`config.mk`:
```
export PLATFORM = sky130hd
export DESIGN_NAME = ipi_raise
export DESIGN_NICKNAME = d
export VERILOG_FILES = /design/src/rtl/ipi_pkg.sv /design/src/rtl/ipi_word_decode.sv /design/src/rtl/ipi_pend_row.sv /design/src/rtl/ipi_raise.sv
export SDC_FILE = /design/constraint.sdc
export NUM_CORES = 1
export LEC_CHECK = 0
export ABC_AREA = 1
export BUFFER_PORTS_ARGS = -buffer_cell sky130_fd_sc_hd__buf_2
export CAP_MARGIN = 10
export CORE_ASPECT_RATIO = 2
export CORE_MARGIN = 4
export CORE_UTILIZATION = 39
export CTS_BUF_LIST = sky130_fd_sc_hd__clkbuf_2
export DETAILED_ROUTE_END_ITERATION = 8
export SYNTH_ARGS = -nofsm -noshare
export SYNTH_HDL_FRONTEND = slang
export SYNTH_SLANG_ARGS = --single-unit
```
`constraint.sdc`:
```
create_clock -name clk -period 1.4 [get_ports clk]
set_clock_uncertainty 0.2 [all_clocks]
set_input_delay 0.07 -clock clk [delete_from_list [all_inputs] [get_ports clk]]
set_output_delay 0.07 -clock clk [all_outputs]
set_load 0.02 [all_outputs]
```
`src/rtl/ipi_pkg.sv`:
```
package ipi_pkg;
  localparam int ID_W     = 4;
  localparam int NUM_ID   = 1 << ID_W;
  localparam int WORD_W   = 32;
  localparam int MODE_LSB = 24;
  localparam int MASK_LSB = 16;
  localparam int MASK_W   = 8;

  typedef enum logic [1:0] {
    DEST_LIST   = 2'd0,
    DEST_OTHERS = 2'd1,
    DEST_SELF   = 2'd2,
    DEST_RSVD   = 2'd3
  } dest_mode_e;

  typedef struct packed {
    dest_mode_e          mode;
    logic [MASK_W-1:0]   mask;
    logic [ID_W-1:0]     id;
  } trig_fields_t;

  function automatic trig_fields_t split_word(input logic [WORD_W-1:0] w);
    trig_fields_t f;
    f.mode = dest_mode_e'(w[MODE_LSB +: 2]);
    f.mask = w[MASK_LSB +: MASK_W];
    f.id   = w[ID_W-1:0];
    return f;
  endfunction
endpackage

```
`src/rtl/ipi_word_decode.sv`:
```
module ipi_word_decode
  import ipi_pkg::*;
#(
  parameter int NUM_CPU = 4,
  parameter int CPU_W   = $clog2(NUM_CPU)
) (
  input  logic              valid,
  input  logic [WORD_W-1:0] word,
  input  logic [CPU_W-1:0]  req_cpu,
  output logic [NUM_CPU-1:0] targets,
  output logic [ID_W-1:0]   id
);
  trig_fields_t fld;
  logic unused_word;

  assign fld         = split_word(word);
  assign id          = fld.id;
  assign unused_word = ^word;

  for (genvar c = 0; c < NUM_CPU; c++) begin : g_tgt
    logic is_self;
    assign is_self = (req_cpu == CPU_W'(c));
    always_comb begin
      targets[c] = 1'b0;
      if (valid) begin
        unique case (fld.mode)
          DEST_LIST:   targets[c] = fld.mask[c];
          DEST_OTHERS: targets[c] = !is_self;
          DEST_SELF:   targets[c] = is_self;
          default:     targets[c] = 1'b0;
        endcase
      end
    end
  end
endmodule

```
`src/rtl/ipi_pend_row.sv`:
```
module ipi_pend_row
  import ipi_pkg::*;
(
  input  logic              clk,
  input  logic              rst_n,
  input  logic              set_en,
  input  logic [ID_W-1:0]   set_id,
  input  logic              clr_en,
  input  logic [ID_W-1:0]   clr_id,
  output logic [NUM_ID-1:0] row
);
  logic [NUM_ID-1:0] set_vec, clr_vec, row_nxt;

  always_comb begin
    set_vec = set_en ? (NUM_ID'(1) << set_id) : '0;
    clr_vec = clr_en ? (NUM_ID'(1) << clr_id) : '0;
    row_nxt = (row & ~clr_vec) | set_vec;
  end

  always_ff @(posedge clk or negedge rst_n) begin
    if (!rst_n) row <= '0;
    else        row <= row_nxt;
  end
endmodule

```
`src/rtl/ipi_raise.sv`:
```
module ipi_raise
  import ipi_pkg::*;
#(
  parameter int NUM_CPU = 4,
  parameter int CPU_W   = $clog2(NUM_CPU)
) (
  input  logic                      clk,
  input  logic                      rst_n,
  input  logic                      trig_valid,
  output logic                      trig_ready,
  input  logic [31:0]               trig_word,
  input  logic [CPU_W-1:0]          trig_cpu,
  input  logic                      ack_valid,
  input  logic [CPU_W-1:0]          ack_cpu,
  input  logic [3:0]                ack_id,
  output logic [NUM_CPU*NUM_ID-1:0] pend
);
  logic [NUM_CPU-1:0] targets;
  logic [ID_W-1:0]    tgt_id;

  assign trig_ready = 1'b1;

  ipi_word_decode #(.NUM_CPU(NUM_CPU), .CPU_W(CPU_W)) u_dec (
    .valid   (trig_valid),
    .word    (trig_word),
    .req_cpu (trig_cpu),
    .targets (targets),
    .id      (tgt_id)
  );

  for (genvar c = 0; c < NUM_CPU; c++) begin : g_row
    logic clr_here;
    assign clr_here = ack_valid && (ack_cpu == CPU_W'(c));
    ipi_pend_row u_row (
      .clk    (clk),
      .rst_n  (rst_n),
      .set_en (targets[c]),
      .set_id (tgt_id),
      .clr_en (clr_here),
      .clr_id (ack_id),
      .row    (pend[c*NUM_ID +: NUM_ID])
    );
  end
endmodule

```
After elaboration in Yosys (flattened, before gate mapping)
Cells that the tools add are included.
{ "op_classes": {"eq_ne": 8, "shift": 2, "muxes": 16, "bitwise": 12, "n_reduce_logical": 11} }
{ "op_table": {"columns": ["cell", "count"], "rows": [
  ["$mux 16", 8],
  ["$and 16x16->16", 4],
  ["$not 16->16", 4],
  ["$or 16x16->16", 4],
  ["$shl 1x4->16 const A", 2],
  ["$pmux 1 s3", 4],
  ["$eq 2x2->1 const B", 5],
  ["$eq 2x1->1 const B", 3],
  ["$logic_not 2->1", 3],
  ["$logic_and 1x1->1", 4],
  ["$logic_not 1->1", 4],
  ["$mux 1", 4]
]} }
{ "totals": {"regBits": 64, "in_bits": 44, "out_inout_bits": 65, "wordCells": 53} }

Depth between registers and ports, before layout
{ "logic_depth": {"word_depth": 6, "depth_mapped": 8, "mapped_depth_nobuf": 7} }

Cells and area by module
Synthesis repeated with hierarchy kept, for this count alone.
{ "hier_totals": {"hier_cells": 464, "hier_area_um2": 3259.4} }
{ "by_module_without_submodules": {"columns": ["module", "n_inst", "cells_each", "area_per_inst_um2", "seq_area_each_um2"], "rows": [
  ["ipi_pend_row", 4, 104, 763.2, 400.4],
  ["ipi_word_decode", 1, 38, 165.2, 0.0],
  ["ipi_raise", 1, 10, 41.3, 0.0]
]} }

Worst setup path before layout
OpenSTA, ideal clock, no wires.
{ "synth_timing": {"path_type": "input port to flip-flop", "from": "input port ack_id[1]", "to": "register g_row[1].u_row.row[12]", "setup_time_ns": 0.120, "arrival_time_ns": 0.741, "required_ns": 1.080, "setup_slack_ns": 0.339, "stages": 5, "n_path_buf": 1, "path_cell_list": "buf_2 > nor2_1 > nand3_1 > o21ai_0 > nand2_1"} }
{ "synth_between": {"elab_chain_len": 5} }
{ "synth_rtl": {"columns": ["item", "line_no", "rtl"], "rows": [
  ["start, declared", "ipi_raise.sv:15", "input logic [3:0] ack_id,"],
  ["$shl 1x4->16", "ipi_pend_row.sv:16", "clr_vec = clr_en ? (NUM_ID'(1) << clr_id) : '0;"],
  ["$mux 16", "ipi_pend_row.sv:16", null],
  ["$not 16->16", "ipi_pend_row.sv:17", "row_nxt = (row & ~clr_vec) | set_vec;"],
  ["$and 16x16->16", "ipi_pend_row.sv:17", null],
  ["$or 16x16->16", "ipi_pend_row.sv:17", null],
  ["net g_row[1].u_row.row_nxt[12]", "ipi_pend_row.sv:12", "logic [NUM_ID-1:0] set_vec, clr_vec, row_nxt;"],
  ["end signal, assigned", "ipi_pend_row.sv:22", "else row <= row_nxt;"],
  ["end, declared", "ipi_pend_row.sv:10", "output logic [NUM_ID-1:0] row"]
]} }
The timed path passes the listed nets, and every way through them passes these cells.

Final worst setup path
{ "layout_timing": {"from": "register g_row[3].u_row.row[15]", "to": "output port pend[63]"} }
{ "layout_lines": {"columns": ["item", "line_no", "rtl"], "rows": [
  ["start, declared", "ipi_pend_row.sv:10", null],
  ["start signal, assigned", "ipi_pend_row.sv:22", null],
  ["end, declared", "ipi_raise.sv:16", "output logic [NUM_CPU*NUM_ID-1:0] pend"]
]} }
No word-level cell between the ends.

==> metrics.md <==
| Metric | Value |
|---|---|
| Worst path depth | `1` |
| Die width | `71.42 µm` |
| Final hold vios | `24` |
| TritonCTS Buffers | `9` |
| Vias per cell | `5.282` |
| Fmax | `718.1 MHz` |
| Compound-gate portion of the synthesized area | `0.08736` |
| Biggest register | `g_row.u_row.row` |
| Initial core utilization | `0.3978` |
| ANT cells | `0` |
| Hold WS | `-0.1916 ns` |
| Synthesis-stage register bit count | `64` |
| # IOs | `109` |
| Slowest-stage cell, CP | `dfrtp_1` |
| DRT iter0 DRCs | `308` |
| Worst EP required | `1.13 ns` |
| Pre-antenna DRT Iters | `5` |
| Multiplexer share of the synthesized area | `0` |
| Total die area | `0.009629 mm²` |
| Synth cell count leaders | `nand2_1, nand3_1, dfrtp_1, o21ai_0, nor2_1` |
| # fillers | `722` |
| Synth area leader | `dfrtp_1` |
| Ys async rst share | `1.000` |
| Critical path cell sequence | `buf_6` |
| Synth Net Count | `439` |
| Leak | `2.292 nW` |
| Buffers added on ports | `85` |
| Hold depth | `4` |
| Worst Hold Class | `in2reg` |
| Largest register FFs | `64` |
| Routed WL per cell | `17.01 µm` |
| Failing checks | `negative hold slack` |
| Post-synthesis xor/xnor area fraction | `0` |
| Crit path max fanout | `2` |
| Main combinational cell family by area after synthesis | `simple AND/OR/NAND/NOR gates` |
| Max_cap viols | `0` |
| Simple logic cell fraction of the synthesized area | `0.3335` |
| CTS max path bufs | `2` |
| Library cells used by synthesis | `18` |
| Mean Syn Cell Area | `7.941 µm²` |
| Synth top area share | `0.5106` |
| Post-Syn Area | `0.003137 mm²` |
| Die height | `134.8 µm` |
| Multi-input gate area | `0.001331 mm²` |
| Synth warn | `0` |
| Post-Route WL | `10.87 mm` |
| Total negative slack | `0 ns` |
| Placed Instances | `575` |
| Fin cells | `639` |
| FF-to-FF path depth | `4` |
| Floorplan row count | `46` |
| Worst EP arrival | `1.12 ns` |
| Post-route ant nets | `0` |
| CP top delay family | `flip-flops` |
| EDFF count, synth | `0` |
| DR DRC count | `0` |
| Area grow syn2layout | `48.23%` |
| Kind of critical path | `reg2out` |
| Clock transition at path regs | `0.19 ns` |
| Power Density | `1385 mW/mm²` |
| CP endpoint kind | `output port` |
| First-pass GRT wire length | `17.32 mm` |
| Clock Sinks | `64` |
| Slew @ Worst Pin | `0.5379 ns` |
| Largest net degree at the start of global routing | `65` |
| Total gr overflow | `0` |
| Vias | `3375` |
| H-tree depth | `3` |
| Synth Flop Type | `dfrtp_1` |
| Largest registers | `g_row.u_row.row x64` |
| Worst path bufs/invs | `1` |
| Worst setup SP type | `flip-flop` |
| Tmin final | `1.393 ns` |
| Setup violations, final | `0` |
| Gate Count Post-Synth | `395` |
| Initial antenna violation count | `0` |
| Final instance area | `0.004649 mm²` |
| Post-synthesis sequential area ratio | `0.5106` |
| Share of cells above drive strength 1 | `0.2597` |
| Clock latency at the later pin of the worst-skew pair | `0.50 ns` |
| Peak supply drop | `0.6553 mV` |
| CTS Root Cell | `clkbuf_2` |
| TritonCTS clock tree | `yes` |
| Status | `finished, violations left` |
| Count leader, synth | `nand2_1` |
| Synth Area in Adders | `0` |
| Core Region | `0.007885 mm²` |
| Placer Congestion | `0.8818` |
| Unrepaired setup endpoints after global routing | `true` |
| Top cells by area, synth | `dfrtp_1, nand2_1, nand3_1, o21ai_0, nor2_1` |
| Final period utilization | `0.9947` |
| Relative slew slack | `0.6401` |
| Layout net count | `582` |
| Dpl cell area | `0.003752 mm²` |
| Dpl hpwl | `7.393 mm` |
| Largest stage delay, worst path | `0.45 ns` |
| Vias in the first global route | `3496` |
| Slew Limit Fails | `0` |
| Tot GR Track Use | `0.2326` |
| Reg area | `0.001602 mm²` |
==> worst reg2reg max path, cell delays in order (launching register included) <==
cell	delay [ns]
dfrtp_1	0.42
buf_4	0.13
buf_4	0.12
o21ai_0	0.06
nand2_1	0.07
==> metal layers <==
layer  global-route usage  vias up  wire length [µm]
met2               0.4144      151              5865
met1               0.2477     1609              3907
met5                    0        -                 0
met4               0.1245        0               420
li1                     -     1583                 -
met3              0.05291       32               676
==> cell families (layout without fill, tap and decap cells) <==
logic type             count (synthesis)  count (layout)
flip-flops                            64              64
AND/OR/NAND/NOR                      244             244
AO/OA/AOI/OAI                         45              45
other                                  1               1
buffers and inverters                 41             189
==> worst paths after layout <==
path	startpoint	endpoint	slack (ns)
worst max register to register	g_row[2].u_row.row[7]$_DFF_PN0_	g_row[2].u_row.row[7]$_DFF_PN0_	0.31
max in group asynchronous	rst_n	g_row[1].u_row.row[9]$_DFF_PN0_	0.24
worst min register to register	g_row[3].u_row.row[11]$_DFF_PN0_	g_row[3].u_row.row[11]$_DFF_PN0_	0.32
min in group asynchronous	rst_n	g_row[2].u_row.row[12]$_DFF_PN0_	0.43
worst max-delay path	g_row[3].u_row.row[15]$_DFF_PN0_	pend[63]	0.007
worst min-delay path	ack_id[2]	g_row[3].u_row.row[15]$_DFF_PN0_	-0.19
==> area by class of cell <==
type / count / area share
sequential: 64 / 0.3445
timing repair buffer: 148 / 0.3017
multi-input combinational: 290 / 0.2863
tap: 96 / 0.02583
inverter: 25 / 0.02072
clock inverter: 7 / 0.01130
clock buffer: 9 / 0.009688
==> report_power, final <==
group / total, mW / switching, mW / leakage (nW) / internal [mW]
Clock: 1.03 / 0.650 / 0.0609 / 0.378
Combinational: 2.71 / 1.40 / 1.46 / 1.31
Sequential: 2.70 / 0.379 / 0.772 / 2.33
Total: 6.44 / 2.43 / 2.29 / 4.01
==> placed cells by master, fill, tap and decap left out <==
cell	Yosys	layout
inv_4	0	1
buf_6	6	55
conb_1	1	1
nor2_2	3	3
clkinv_1	0	6
dfrtp_1	64	64
buf_12	0	6
clkbuf_2	0	9
o21ai_4	0	1
nand3_1	84	84
inv_1	18	18
dlygate4sd3_1	0	33
nor2_4	1	1
nand4_1	4	4
o21ai_0	35	33
o21ai_1	5	7
a21oi_4	4	4
nor2_1	27	27
buf_2	7	29
buf_4	1	25
bufinv_16	0	1
nand2_1	125	125
inv_2	7	6
==> per-stage QoR <==
step / utilization / total power, mW / setup slack [ns]
6_report: 0.5897 / 6.438 / 0.007350
5_1_grt: 0.5897 / 6.777 / -0.04751
4_1_cts: 0.5560 / 6.099 / -0.02685
3_5_place_dp: 0.4759 / 4.639 / 0.009423
3_3_place_gp: 0.4759 / 4.596 / 0.03777
2_1_floorplan: - / 3.780 / 0.3389
==> what timing repair did <==
item / 4_1_cts / 5_1_grt
gates resized for setup: 54 / 62
endpoints found under the hold margin: 128 / 32
hold buffers: 32 / 3
setup buffers: 6 / 9
setup endpoints to repair: 30 / 85
Power figures use the tool's default switching activity.
